**config.mk**
```make
export PLATFORM = sky130hd
export DESIGN_NAME = adc_seq_ctrl
export DESIGN_NICKNAME = d
export VERILOG_FILES = /design/src/rtl/adc_seq_pkg.sv /design/src/rtl/adc_chan_mux.sv /design/src/rtl/adc_conv_timer.sv /design/src/rtl/adc_restoring_div.sv /design/src/rtl/adc_seq_ctrl.sv
export SDC_FILE = /design/constraint.sdc
export NUM_CORES = 1
export LEC_CHECK = 0
export BUFFER_PORTS_ARGS = -buffer_cell sky130_fd_sc_hd__buf_4
export CORE_MARGIN = 3
export CORE_UTILIZATION = 40
export CTS_BUF_LIST = sky130_fd_sc_hd__clkbuf_2
export CTS_CLUSTER_DIAMETER = 80
export CTS_CLUSTER_SIZE = 30
export DETAILED_ROUTE_END_ITERATION = 6
export GPL_TIMING_DRIVEN = 1
export PLACE_DENSITY = 0.65
export SLEW_MARGIN = 20
export SYNTH_ARGS = -nofsm -noshare
export SYNTH_HDL_FRONTEND = slang
export SYNTH_SLANG_ARGS = --single-unit
```
**constraint.sdc**
```tcl
create_clock -name clk -period 3.3 [get_ports clk]
set_input_delay 0.165 -clock clk [delete_from_list [all_inputs] [get_ports clk]]
set_output_delay 0.165 -clock clk [all_outputs]
set_load 0.05 [all_outputs]
```
**src/rtl/adc_seq_pkg.sv**
```systemverilog
package adc_seq_pkg;
   // control word field positions (software visible)
   localparam int unsigned CF_CHAN_LSB = 24;
   localparam int unsigned CF_CHAN_W   = 4;
   localparam int unsigned CF_IE       = 21;
   localparam int unsigned CF_REFSEL   = 19;
   localparam int unsigned CF_FLAG     = 18;
   localparam int unsigned CF_EN       = 17;
   localparam int unsigned CF_SRST     = 16;
   localparam int unsigned CF_BUSY     = 13;
   localparam int unsigned CF_DIV_LSB  = 1;
   localparam int unsigned CF_DIV_W    = 8;

   localparam logic [31:0] CTRL_RST_VAL = 32'h000C_0001;
   localparam int unsigned OFS_CTRL = 0;
   localparam int unsigned OFS_DATA = 4;
endpackage

```
**src/rtl/adc_chan_mux.sv**
```systemverilog
module adc_chan_mux #(
   parameter int unsigned NCH      = 8,
   parameter int unsigned SAMPLE_W = 24,
   parameter int unsigned SEL_W    = 4
) (
   input  logic [NCH*SAMPLE_W-1:0] samples,
   input  logic [SEL_W-1:0]        sel,
   output logic [SAMPLE_W-1:0]     sample,
   output logic                    valid
);
   logic [SAMPLE_W-1:0] lane [NCH];

   for (genvar g = 0; g < NCH; g++) begin : g_lane
      assign lane[g] = samples[g*SAMPLE_W +: SAMPLE_W];
   end

   always_comb begin
      sample = '0;
      valid  = 1'b0;
      for (int i = 0; i < NCH; i++) begin
         if (sel == SEL_W'(i)) begin
            sample = lane[i];
            valid  = 1'b1;
         end
      end
   end
endmodule

```
**src/rtl/adc_conv_timer.sv**
```systemverilog
module adc_conv_timer #(
   parameter int unsigned TICKS = 20,
   parameter int unsigned DIV_W = 8
) (
   input  logic             clk,
   input  logic             rst_n,
   input  logic             start,
   input  logic             cancel,
   input  logic [DIV_W-1:0] div,
   output logic             done
);
   localparam int unsigned TICK_W = $clog2(TICKS + 1);
   localparam int unsigned PRE_W  = DIV_W + 1;

   if (TICKS < 1) begin : g_bad_ticks
      $error("adc_conv_timer: TICKS must be at least 1");
   end

   logic              run;
   logic [DIV_W-1:0]  div_q;
   logic [PRE_W-1:0]  pre_cnt;
   logic [TICK_W-1:0] tick_cnt;
   logic              pre_last;

   // one prescaled period is 2*(div+1) clocks, last count 2*div+1
   assign pre_last = (pre_cnt == {div_q, 1'b1});
   assign done     = run && pre_last && (tick_cnt == TICK_W'(TICKS - 1));

   always_ff @(posedge clk) begin
      if (!rst_n) begin
         run      <= 1'b0;
         div_q    <= '0;
         pre_cnt  <= '0;
         tick_cnt <= '0;
      end else if (start) begin
         run      <= 1'b1;
         div_q    <= div;
         pre_cnt  <= '0;
         tick_cnt <= '0;
      end else if (cancel || done) begin
         run <= 1'b0;
      end else if (run) begin
         if (pre_last) begin
            pre_cnt  <= '0;
            tick_cnt <= tick_cnt + 1'b1;
         end else begin
            pre_cnt <= pre_cnt + 1'b1;
         end
      end
   end
endmodule

```
**src/rtl/adc_restoring_div.sv**
```systemverilog
module adc_restoring_div #(
   parameter int unsigned NUM_W = 24,
   parameter int unsigned DEN_W = 24,
   parameter int unsigned RES_W = 10
) (
   input  logic             clk,
   input  logic             rst_n,
   input  logic             start,
   input  logic [NUM_W-1:0] num,
   input  logic [DEN_W-1:0] den,
   output logic [RES_W-1:0] result
);
   localparam int unsigned QW    = NUM_W + RES_W;
   localparam int unsigned CNT_W = $clog2(QW + 1);
   localparam logic [RES_W-1:0] MAXV = {RES_W{1'b1}};

   logic [QW-1:0]    quo;
   logic [DEN_W-1:0] rem;
   logic [DEN_W-1:0] den_q;
   logic [CNT_W-1:0] left;
   logic [DEN_W:0]   trial;
   logic             fits;

   assign trial = {rem, quo[QW-1]};
   assign fits  = (trial >= {1'b0, den_q});

   always_ff @(posedge clk) begin
      if (!rst_n) begin
         quo   <= '0;
         rem   <= '0;
         den_q <= '0;
         left  <= '0;
      end else if (start) begin
         quo   <= {num, {RES_W{1'b0}}};
         rem   <= '0;
         den_q <= den;
         left  <= CNT_W'(QW);
      end else if (left != '0) begin
         quo  <= {quo[QW-2:0], fits};
         rem  <= fits ? DEN_W'(trial - {1'b0, den_q}) : DEN_W'(trial);
         left <= left - 1'b1;
      end
   end

   // clamp: zero divisor or any quotient bit above the result width saturates
   assign result = ((den_q == '0) || (|quo[QW-1:RES_W])) ? MAXV : quo[RES_W-1:0];
endmodule

```
**src/rtl/adc_seq_ctrl.sv**
```systemverilog
module adc_seq_ctrl
   import adc_seq_pkg::*;
#(
   parameter int unsigned NCH        = 8,
   parameter int unsigned SAMPLE_W   = 24,
   parameter int unsigned REF_W      = 24,
   parameter int unsigned RES_W      = 10,
   parameter int unsigned CONV_TICKS = 20,
   parameter int unsigned ADDR_W     = 12
) (
   input  logic                    clk,
   input  logic                    rst_n,
   input  logic                    wr_en,
   input  logic                    rd_en,
   input  logic [ADDR_W-1:0]       addr,
   input  logic [31:0]             wdata,
   output logic [31:0]             rdata,
   input  logic [NCH*SAMPLE_W-1:0] samples,
   input  logic [REF_W-1:0]        ref_int,
   input  logic [REF_W-1:0]        ref_ext,
   output logic                    irq
);
   localparam int unsigned DIV_ITERS  = SAMPLE_W + RES_W;
   localparam int unsigned MIN_WINDOW = 2 * CONV_TICKS;

   if (NCH < 1 || NCH > (1 << CF_CHAN_W)) begin : g_bad_nch
      $error("adc_seq_ctrl: NCH out of range of the channel field");
   end
   if (DIV_ITERS > MIN_WINDOW) begin : g_bad_window
      $error("adc_seq_ctrl: divider cannot finish in the shortest conversion");
   end
   if (RES_W > 16 || ADDR_W < 3) begin : g_bad_widths
      $error("adc_seq_ctrl: RES_W or ADDR_W out of range");
   end

   logic [31:0]          ctrl_q, ctrl_mid, ctrl_next;
   logic [31:0]          data_q, data_next;
   logic                 irq_q, irq_mid, irq_next;
   logic                 chan_ok_q;
   logic                 conv_done, conv_start, conv_cancel;
   logic                 sel_ctrl, sel_data, wr_ctrl;
   logic [SAMPLE_W-1:0]  mux_sample;
   logic                 mux_valid;
   logic [REF_W-1:0]     ref_pick;
   logic [RES_W-1:0]     div_res;

   assign sel_ctrl = (addr == ADDR_W'(OFS_CTRL));
   assign sel_data = (addr == ADDR_W'(OFS_DATA));
   assign wr_ctrl  = wr_en && sel_ctrl;

   // operands are taken from the value being written at conversion start
   adc_chan_mux #(.NCH(NCH), .SAMPLE_W(SAMPLE_W), .SEL_W(CF_CHAN_W)) u_mux (
      .samples (samples),
      .sel     (wdata[CF_CHAN_LSB +: CF_CHAN_W]),
      .sample  (mux_sample),
      .valid   (mux_valid)
   );

   assign ref_pick = wdata[CF_REFSEL] ? ref_int : ref_ext;

   adc_restoring_div #(.NUM_W(SAMPLE_W), .DEN_W(REF_W), .RES_W(RES_W)) u_div (
      .clk    (clk),
      .rst_n  (rst_n),
      .start  (conv_start),
      .num    (mux_sample),
      .den    (ref_pick),
      .result (div_res)
   );

   adc_conv_timer #(.TICKS(CONV_TICKS), .DIV_W(CF_DIV_W)) u_tmr (
      .clk    (clk),
      .rst_n  (rst_n),
      .start  (conv_start),
      .cancel (conv_cancel),
      .div    (wdata[CF_DIV_LSB +: CF_DIV_W]),
      .done   (conv_done)
   );

   // completion is applied first, a same-cycle control write then acts on top of it
   always_comb begin
      ctrl_mid  = ctrl_q;
      irq_mid   = irq_q;
      data_next = data_q;
      if (conv_done && chan_ok_q) begin
         data_next = {{(32-RES_W){1'b0}}, div_res};
         if (ctrl_q[CF_IE]) begin
            ctrl_mid[CF_FLAG] = 1'b1;
            irq_mid           = 1'b1;
         end
         ctrl_mid[CF_BUSY] = 1'b0;
      end

      ctrl_next   = ctrl_mid;
      irq_next    = irq_mid;
      conv_start  = 1'b0;
      conv_cancel = 1'b0;
      if (wr_ctrl) begin
         ctrl_next          = wdata;
         ctrl_next[CF_FLAG] = ctrl_mid[CF_FLAG] & ~wdata[CF_FLAG];
         if (wdata[CF_FLAG]) irq_next = 1'b0;
         if (wdata[CF_SRST]) begin
            ctrl_next   = CTRL_RST_VAL;
            data_next   = '0;
            irq_next    = 1'b0;
            conv_cancel = 1'b1;
         end else if (wdata[CF_EN]) begin
            if (wdata[CF_BUSY] && !ctrl_mid[CF_BUSY]) conv_start  = 1'b1;
            else if (!wdata[CF_BUSY])                 conv_cancel = 1'b1;
         end
      end
   end

   always_ff @(posedge clk) begin
      if (!rst_n) begin
         ctrl_q    <= CTRL_RST_VAL;
         data_q    <= '0;
         irq_q     <= 1'b0;
         chan_ok_q <= 1'b0;
      end else begin
         ctrl_q <= ctrl_next;
         data_q <= data_next;
         irq_q  <= irq_next;
         if (conv_start) chan_ok_q <= mux_valid;
      end
   end

   always_comb begin
      rdata = '0;
      if (rd_en) begin
         if (sel_ctrl)      rdata = ctrl_q;
         else if (sel_data) rdata = data_q;
      end
   end

   assign irq = irq_q;
endmodule

```
# Word-level counts from Yosys, hierarchy flattened
# Index checks and enable logic that the tools add are counted.
# Widths: inputs -> output; s select.
# op_classes
addsub,4
magnitude_cmp,1
n_eq_ne,10
mux,51
n_bitwise,4
reduce_logical,18
# ops
op,count
$mux 24,10
$mux 32,7
$mux 34,2
$mux 1,27
$ge 25x24->1,1
$logic_not 24->1,1
$reduce_or 24->1,1
$sub 24x24->24,1
$mux 19,1
$eq 4x3->1 const B,4
$eq 12x3->1 const B,1
$logic_not 12->1,1
$mux 6,2
$mux 10,1
$add 9x1->9 const B,1
$eq 9x9->1,1
$mux 9,1
$eq 4x2->1 const B,2
$reduce_bool 6->1,1
$sub 6x1->6 const B,1
$add 5x1->5 const B,1
$eq 5x5->1 const B,1
$logic_and 1x1->1,5
$eq 4x1->1 const B,1
other kinds (9),13
# word_totals
ff_bits,177
out_inout_bits,33

# Logic depth before layout (Yosys ltp)
# Gate-level depths: netlist of run 1.
# depth
depth_word,14
depth_mapped,13
ltp_nobuf,11

# By module
# From an unflattened synthesis of run 1, not the netlist that was laid out.
# hier_totals
cells_unflattened,1353
hier_area_um2,11367.2
# by_module_without_submodules
mod,instances,cells_per_inst,area_per_inst_um2,seq_area_each_um2
adc_restoring_div,1,700,5452.7,1761.7
adc_seq_ctrl,1,286,2840.2,1301.2
adc_chan_mux,1,232,1864.3,0.0
adc_conv_timer,1,135,1209.9,460.4

# Least setup slack after synthesis of run 1
# Ideal clock, no wire load.
# synth_timing
path_type,register to register
startpoint,register u_div.den_q[15]
endpoint,register u_div.rem[2]
setup_ns,0.133
arrival_time_ns,2.305
required_ns,3.167
slack_ns,0.863
path_stages_with_launch,14
synth_period_minus_slack_ns,2.437
cell_sequence,dfxtp_1 inv_1 ha_1 buf_2 a21oi_1 a21oi_1 a311oi_2 and2b_1 a21oi_2 or2_1 buf_4 buf_4 o21ai_0 a21oi_1
# synth_between
elab_chain_len,2
# synth_rtl
element,line_no,source
start: declaration,adc_restoring_div.sv:19,logic [DEN_W-1:0] den_q;
start signal: assignment,adc_restoring_div.sv:36,den_q <= den;
$ge 25x24->1,adc_restoring_div.sv:25,"assign fits = (trial >= {1'b0, den_q});"
$mux 24,adc_restoring_div.sv:40,"rem <= fits ? DEN_W'(trial - {1'b0, den_q}) : DEN_W'(trial);"
end signal: assignment,adc_restoring_div.sv:40,
end: declaration,adc_restoring_div.sv:18,logic [DEN_W-1:0] rem;
# No other way between the ends.
# A chain may end at the register's enable or synchronous reset.

# Worst setup path after layout of run 1
# layout_timing
startpoint,register u_tmr.tick_cnt[0]
endpoint,register u_tmr.div_q[3]
# layout_between
elab_chain_len,10
# layout_rtl
element,line_no,source
start: declaration,adc_conv_timer.sv:22,logic [TICK_W-1:0] tick_cnt;
start signal: assignment,adc_conv_timer.sv:45,tick_cnt <= tick_cnt + 1'b1;
$eq 5x5->1,adc_conv_timer.sv:27,assign done = run && pre_last && (tick_cnt == TICK_W'(TICKS - 1));
$logic_and 1x1->1,adc_conv_timer.sv:27,
$logic_and 1x1->1,adc_seq_ctrl.sv:84,if (conv_done && chan_ok_q) begin
$mux 1,adc_seq_ctrl.sv:84,
$logic_not 1->1,adc_seq_ctrl.sv:107,if (wdata[CF_BUSY] && !ctrl_mid[CF_BUSY]) conv_start = 1'b1;
$logic_and 1x1->1,adc_seq_ctrl.sv:107,
$mux 1,adc_seq_ctrl.sv:107,
$mux 1,adc_seq_ctrl.sv:106,end else if (wdata[CF_EN]) begin
$mux 1,adc_seq_ctrl.sv:101,if (wdata[CF_SRST]) begin
$mux 1,adc_seq_ctrl.sv:97,if (wr_ctrl) begin
end signal: assignment,adc_conv_timer.sv:37,div_q <= div;
end: declaration,adc_conv_timer.sv:20,logic [DIV_W-1:0] div_q;
# No other way between the ends.

==> summary.md, run 1 <==
| Metric | Value |
|---|---|
| Area taken by flip-flops and latches | 0.00352 mm2 |
| Combinational power share | between 40 and 50% |
| Via density | 5.38 |
| Synth unique cells | 74 |
| Sw power | around 3 mW |
| Tcrit/Tclk final | between 90 and 100% |
| Worst Max-Slew Pin Slew | 0.953 ns |
| Post-layout min period | 3.01 ns |
| Cell taking the most area after synthesis | dfxtp_1 |
| Int Power | roughly 4.1 mW |
| CP endpoint kind | flop |
| Netlist Area Pre-Place | 0.0102 mm2 |
| Number of synthesized flops with an enable pin | 0 |
| IO Pins | 321 |
| Seq pwr share | 34.1% |
| Final net count | roughly 2,100 |
| Pre-antenna DRT Iters | 6 |
| DRC errors left | 0 |
| Postcts setup bufs | 0 |
| Initial antenna violation count | 1 |
| Std cell rows | 57 |
| Die width | 166 um |
| Worst VDD drop | 0.446 mV |
| Count of clock tree sinks | between 150 and 200 |
| CTS Buffer Depth | 2 |
| CTS tree | yes |
| CP max-delay cell | dlygate4sd3_1 |
| Ys flop type | dfxtp_1 |
| Power per Cell Area | ~480 mW/mm2 |
| CP max stage delay | 0.57 ns |
| Register bit count reported by yosys | approximately 180 |
| Async S/R FF share, synth | 0% |
| Number of global-route vias before repair | 10,930 |
| Sequential area share after synthesis | 34.4% |
| Number of port buffers | 320 |
| Fillers | 2,277 |
| Fmax achieved | approximately 330 MHz |
| Layout overhead on the synthesized area | 43.9% |
| Synth warnings | 0 |
| WP data arrival | around 3.8 ns |
| Run status | complete, no violations |
| Routed WL | about 36,000 um |
| Startpoint Class | flop |
| Initial drt markers | around 870 |
| Die height | approximately 170 um |
| Pin count of the biggest net entering global routing | 84 |
| Synthesized area per cell | 7.75 um2 |
| Reg2reg start | u_tmr.tick_cnt[0] |
| CTS buffer count | 17 |
| ANT nets after route | 0 |
| Worst Path Required | 4.07 ns |
| Clock power frac | 16.8% |
| DP Worst Slack | 0.445 ns |
| Clock Latency Late Sink | 0.81 ns |
| Die footprint | 0.0275 mm2 |
| Via count | 11,207 |
| GRT overflow | 0 |
| Clock Root Buffer | clkbuf_2 |
| Setup Skew | 0.0541 ns |
| Reg2Reg Depth | 10 |
| GPL Wtd Cong | 0.967 |
| Share of layout cells above drive strength 1 | 23.9% |
| Initial cell density of the core | 41.3% |
| Final setup vio count | 0 |
| GRT Util Overall | 25.1% |
| Post-Syn Nets | 1,636 |
| Hold Violations, Final | 0 |
| Final slew viol count | 0 |
| Wirelength per Cell | 17.2 um |
| Pleak | 6.22 nW |
| DP HPWL | around 26,000 um |
| Footprint of the multi-input gates | just over 0.006 mm2 |
| Core ar. | 0.0247 mm2 |
| First-pass GRT wire length | 57,400 um |
| RR Endpoint | u_tmr.div_q[3] |
| Count leader, synth | nand2_1 |
| Cells along the critical path | ha_1 > and4b_1 > nand3_2 > nor4_4 > nor2b_2 > nor3_4 > buf_6 > nand2_1 > a21boi_1 > dlygate4sd3_1 |
| Share of the synthesized area in the top cell type | approximately a third |
| Critical Path Sink | u_tmr.div_q[3] |
| Max-cap viol count | 0 |
| Final setup TNS | 0 ns |
| RSZ-0062 raised after global routing | no |
| Crit Path Class | flop to flop |
| Setup ws final | approximately 0.29 ns |
| Synth area leaders | dfxtp_1, nand2_1, mux2i_1 |
| Clk slew on worst S/H paths | 0.34 ns |
| Flop2flop setup slack | 0.29 ns |
| Cells after synthesis | 1,320 |
| Htree depth | 4 |
| Crit-path max FO | 83 |
| Relative slew slack | 36.5% |
| Hold/Removal Path Class | primary input to flop |
| Crit path launch | u_tmr.tick_cnt[0] |
| Synth top cells by count | nand2_1, dfxtp_1, a21oi_1 |
| Switching Fraction | approximately two fifths |
-- cells by family (layout without fill, tap and decap cells) --
logic type,count (synthesis),count (layout),share of synthesized area (%)
adder cells (fa/ha/maj),28,28,3.50
AO/OA/AOI/OAI,352,352,21.6
flip-flops,176,176,34.4
AND/OR/NAND/NOR,517,517,24.6
XOR/XNOR,37,37,3.17
buffers and inverters,139,579,5.73
multiplexers,71,71,6.96
other,0,1,0
-- power by group through the flow --
stage               combinational (mW)  sequential (mW)  clock [mW]
finish                            3.47             2.40        1.19
global route                      3.85             2.43        1.30
CTS                               3.46             2.40        1.21
detailed placement                3.27             2.44           0
global placement                  3.24             2.44           0
floorplan                         2.44             2.40           0
-- cells in the final DEF, fill, tap and decap left out, types with 4 or more instances in the layout --
master and n:
xor2_1 13, a211oi_1 28, inv_8 5, a31oi_1 12, dlygate4sd3_1 156, a21oi_1 109
nor4_1 16, dfxtp_1 176, inv_1 43, xnor2_1 24, ha_1 27, nor3_1 9
buf_4 345, o21ai_0 72, nand4_1 32, and3_1 25, o21ai_1 5, o21bai_1 4
nor2_1 98, a21oi_2 8, nor2b_1 8, clkbuf_2 17, nand3_1 59, nand3_2 8
a22oi_1 65, and2_1 23, o21a_1 6, a21boi_0 4, mux2i_1 70, a21boi_1 6
nand2_1 203, a21o_1 10, clkinv_8 5
-- flip-flops by register name (all words and copies together) (netlist names) --
name,flops
u_tmr.run,1
chan_ok_q,1
u_div.den_q,24
u_div.quo,34
u_div.rem,24
u_tmr.div_q,8
u_tmr.pre_cnt,9
u_div.left,6
ctrl_q,31
u_tmr.tick_cnt,5
data_q,32
irq,1
-- routing by layer --
metal / track usage [%] / wire (um)
met1: 34.9 / 16700
met2: 41.5 / 16900
met3: 3.90 / 1750
met4: 4.88 / 439
met5: 0 / 0
-- how the worst min path moves through the flow --
stage                      end  depth (start not counted)  slack [ns]  startpoint
global route        ctrl_q[14]                          4        0.01   wdata[14]
global placement           irq                          2        0.36   wdata[18]
finish              ctrl_q[11]                          6        0.09     addr[6]
detailed placement         irq                          2        0.37   wdata[18]
CTS                 ctrl_q[11]                          6        0.04     addr[4]
floorplan            chan_ok_q                          1        0.26   wdata[27]
-- what timing repair did --
item	CTS	global route
hold buffers	156	0
gates resized for setup	0	1
hold endpoints to repair	113	0
endpoints found under the setup margin	0	5
-- metrics by stage --
stage	hold slack [ns]	utilization, %	instance area, um2	power [mW]	std cells
floorplan	0.261	-	10200	4.84	1320
global placement	0.358	52.1	12900	5.68	1896
detailed placement	0.372	52.1	12900	5.71	1896
CTS	0.0388	59.4	14700	7.07	2084
global route	0.0109	59.5	14700	7.58	2085
finish	0.0869	59.5	14700	7.06	2085
-- area by class of cell --
| class | instances | share of cell area, % |
|---|---|---|
| Tap cell | 324 | 2.75 |
| Clock inverter | 15 | 1.23 |
| Inverter | 44 | 1.12 |
| Multi-Input combinational cell | 1005 | 42.0 |
| Sequential cell | 176 | 23.9 |
| Timing Repair Buffer | 503 | 28.4 |
| Antenna cell | 1 | 0.0170 |
| Clock buffer | 17 | 0.578 |
-- critical path, delay by kind of cell (launching register included) --
| family | cells | cell delay (ns) |
|---|---|---|
| buffers and inverters | 2 | 1.07 |
| and+or+nand+nor | 6 | 1.10 |
| AOI/OAI and AO/OA | 1 | 0.17 |
| DFF | 1 | 0.44 |
| adders and majority gates | 1 | 0.19 |
No activity file was read; power rests on OpenSTA's default activity.
==> run 2: changes to the inputs <==
clock period = 3.1 ns   (was 3.3 ns; I/O delays follow)
==> summary.md, run 2 (synthesis gave the netlist of run 1 again) <==
| Metric | Value |
|---|---|
| GPL Wtd Cong | 0.940 |
| Crit path launch | wdata[24] |
| Die footprint | 0.0275 mm2 |
| Top Registers | u_div.quo x34, data_q x32, ctrl_q x31 |
| Cells along the critical path | dlygate4sd3_1 > buf_4 > nor4b_2 > buf_4 > a22oi_1 > nand4_1 > o21ai_0 > dlygate4sd3_1 > nand3_1 > dlygate4sd3_1 > and3_1 |
| Post-layout min period | 2.98 ns |
| Die width | 166 um |
| Tcrit/Tclk final | a little under 100% |
| Run status | complete, no violations |
| Pleak | 6.15 nW |
| Final setup TNS | 0 ns |
| Clock Root Buffer | clkbuf_2 |
| Final setup vio count | 0 |
| Hold Violations, Final | 0 |
| ANT nets after route | 0 |
| CP max-delay cell | nor4b_2 |
| CP max stage delay | 0.92 ns |
| Core ar. | around 0.025 mm2 |
| Setup Skew | 0.0465 ns |
| Fmax achieved | between 300 and 400 MHz |
| Crit path top cell by count | dlygate4sd3_1 |
| Routed WL | 36,800 um |
| Overall power | 7.59 mW |
| Final slew viol count | 0 |
| Std cell rows | 57 |
| CTS tree | yes |
| Clk slew on worst S/H paths | ~0.36 ns |
| Number of global-route vias before repair | 10,904 |
| Worst Max-Slew Pin Slew | 1.06 ns |
| Pin count of the biggest net entering global routing | 84 |
| Share of layout cells above drive strength 1 | between 20% and 30% |
| Biggest register | u_div.quo |
| Switching Fraction | 42.0% |
| Pre-antenna DRT Iters | 6 |
| Most common cell after layout, fill and taps aside | buf_4 |
| Top layer in use | met4 |
| DP Worst Slack | 0.351 ns |
| Fin util | 59.2% |
| DP HPWL | 26,000 um |
| Worst Path Required | 3.87 ns |
| Initial cell density of the core | 41.3% |
| M1 WL | between 15,000 and 20,000 um |
| Initial antenna violation count | 1 |
| GRT overflow | 0 |
| RSZ-0062 raised after global routing | no |
| WP data arrival | 3.75 ns |
| Seq pwr share | 33.8% |
| Crit Path Class | primary input to flop |
| Count of clock tree sinks | 176 |
| Critical Path Sink | u_div.quo[10] |
| Startpoint Class | primary input |
| Crit-path max FO | 10 |
| Number of port buffers | 320 |
| Wirelength per Cell | around 18 um |
| Relative slew slack | 29.4% |
| Fillers | around 2,200 |
| Min-Delay Path Depth | 4 |
| Htree depth | 4 |
| Clock power frac | ~18% |
| Via density | 5.45 |
| CTS buffer count | 17 |
| Initial drt markers | ~940 |
| Most frequent cells in the layout | buf_4, nand2_1, dfxtp_1, dlygate4sd3_1, a21oi_1 |
| Hold Startpoint | wdata[14] |
| Max-cap viol count | 0 |
| CTS Buffer Depth | 2 |
| RR Endpoint | u_div.quo[16] |
| Hold/Removal Path Class | primary input to flop |
| Reg2Reg Depth | 10 |
| Clock Latency Late Sink | 0.82 ns |
| GRT Util Overall | 25.2% |
| Reg2reg start | u_tmr.tick_cnt[0] |
| Final net count | 2,054 |
| DRC errors left | 0 |
| Flop2flop setup slack | 0.24 ns |
| Via count | 11,306 |
| Layout overhead on the synthesized area | 43.3% |
| Int Power | 4.40 mW |
| Met3 wire length | 2520 um |
| CP endpoint kind | flop |
| Setup ws final | roughly 0.12 ns |
| Power per Cell Area | 518 mW/mm2 |
| Max FFs per register | 34 |
| Min Hold Slack | 0.0776 ns |
| Combinational power share | 48.6% |
| IO Pins | 321 |
| Die height | about 170 um |
| First-pass GRT wire length | a little under 60,000 um |
| Wire length on met2 | around 17,000 um |
| Worst VDD drop | approximately 0.4 mV |
| Sw power | about 3.2 mW |
-- run 2: cell types whose count changed in the layout (fill, tap and decap cells not counted), moves of 2 or more --
cell,delta
buf_4,+4
clkinv_8,+2
dlygate4sd3_1,-15
inv_12,+2
inv_8,-2
-- run 2: worst min path at each step --
stage	end
2_1_floorplan	chan_ok_q
3_3_place_gp	irq
3_5_place_dp	irq
4_1_cts	u_tmr.pre_cnt[1]
5_1_grt	irq
6_report	ctrl_q[14]
-- run 2: power groups by stage --
stage	registers, mW	clock network, mW	logic [mW]
after detailed placement	2.60	0	3.50
after CTS	2.56	1.36	3.66
after global placement	2.60	0	3.47
after floorplan	2.56	0	2.60
final	2.57	1.33	3.69
after global routing	2.59	1.45	4.09
-- run 2: metal layers --
layer  vias up  track usage (%)
met5         -                0
met3        49             4.90
li1       5529                -
met1      5298             34.9
met2       430             40.7
met4         0             6.08
-- run 2: cell type report --
class | count | area [um2] | area share [%]
multi-input cells | 1005 | 6170 | 42.1
repair buffers | 494 | 4100 | 28.0
clock buffers | 17 | 85.1 | 0.580
inverters | 44 | 165 | 1.13
clock inverters | 15 | 206 | 1.41
flip-flops and latches | 176 | 3520 | 24.0
well taps | 324 | 405 | 2.77
diodes | 1 | 2.50 | 0.0171
-- run 2: worst max-delay path: cells and delay by family --
kind | cells | cell delay, ns
compound gates | 2 | 0.15
buf+inv | 5 | 2.20
simple gates | 4 | 1.25
-- run 2: metrics by stage --
| step | cells | cell area, um2 |
|---|---|---|
| 2_1_floorplan | 1320 | 10200 |
| 3_3_place_gp | 1899 | 12900 |
| 3_5_place_dp | 1899 | 12900 |
| 4_1_cts | 2072 | 14600 |
| 5_1_grt | 2076 | 14700 |
| 6_report | 2076 | 14700 |
-- run 2: what timing repair did --
action	4_1_cts	5_1_grt
hold buffers	141	0
setup endpoints to repair	0	16
buffers inserted	0	1
hold endpoints to repair	116	0
resized for setup	0	1
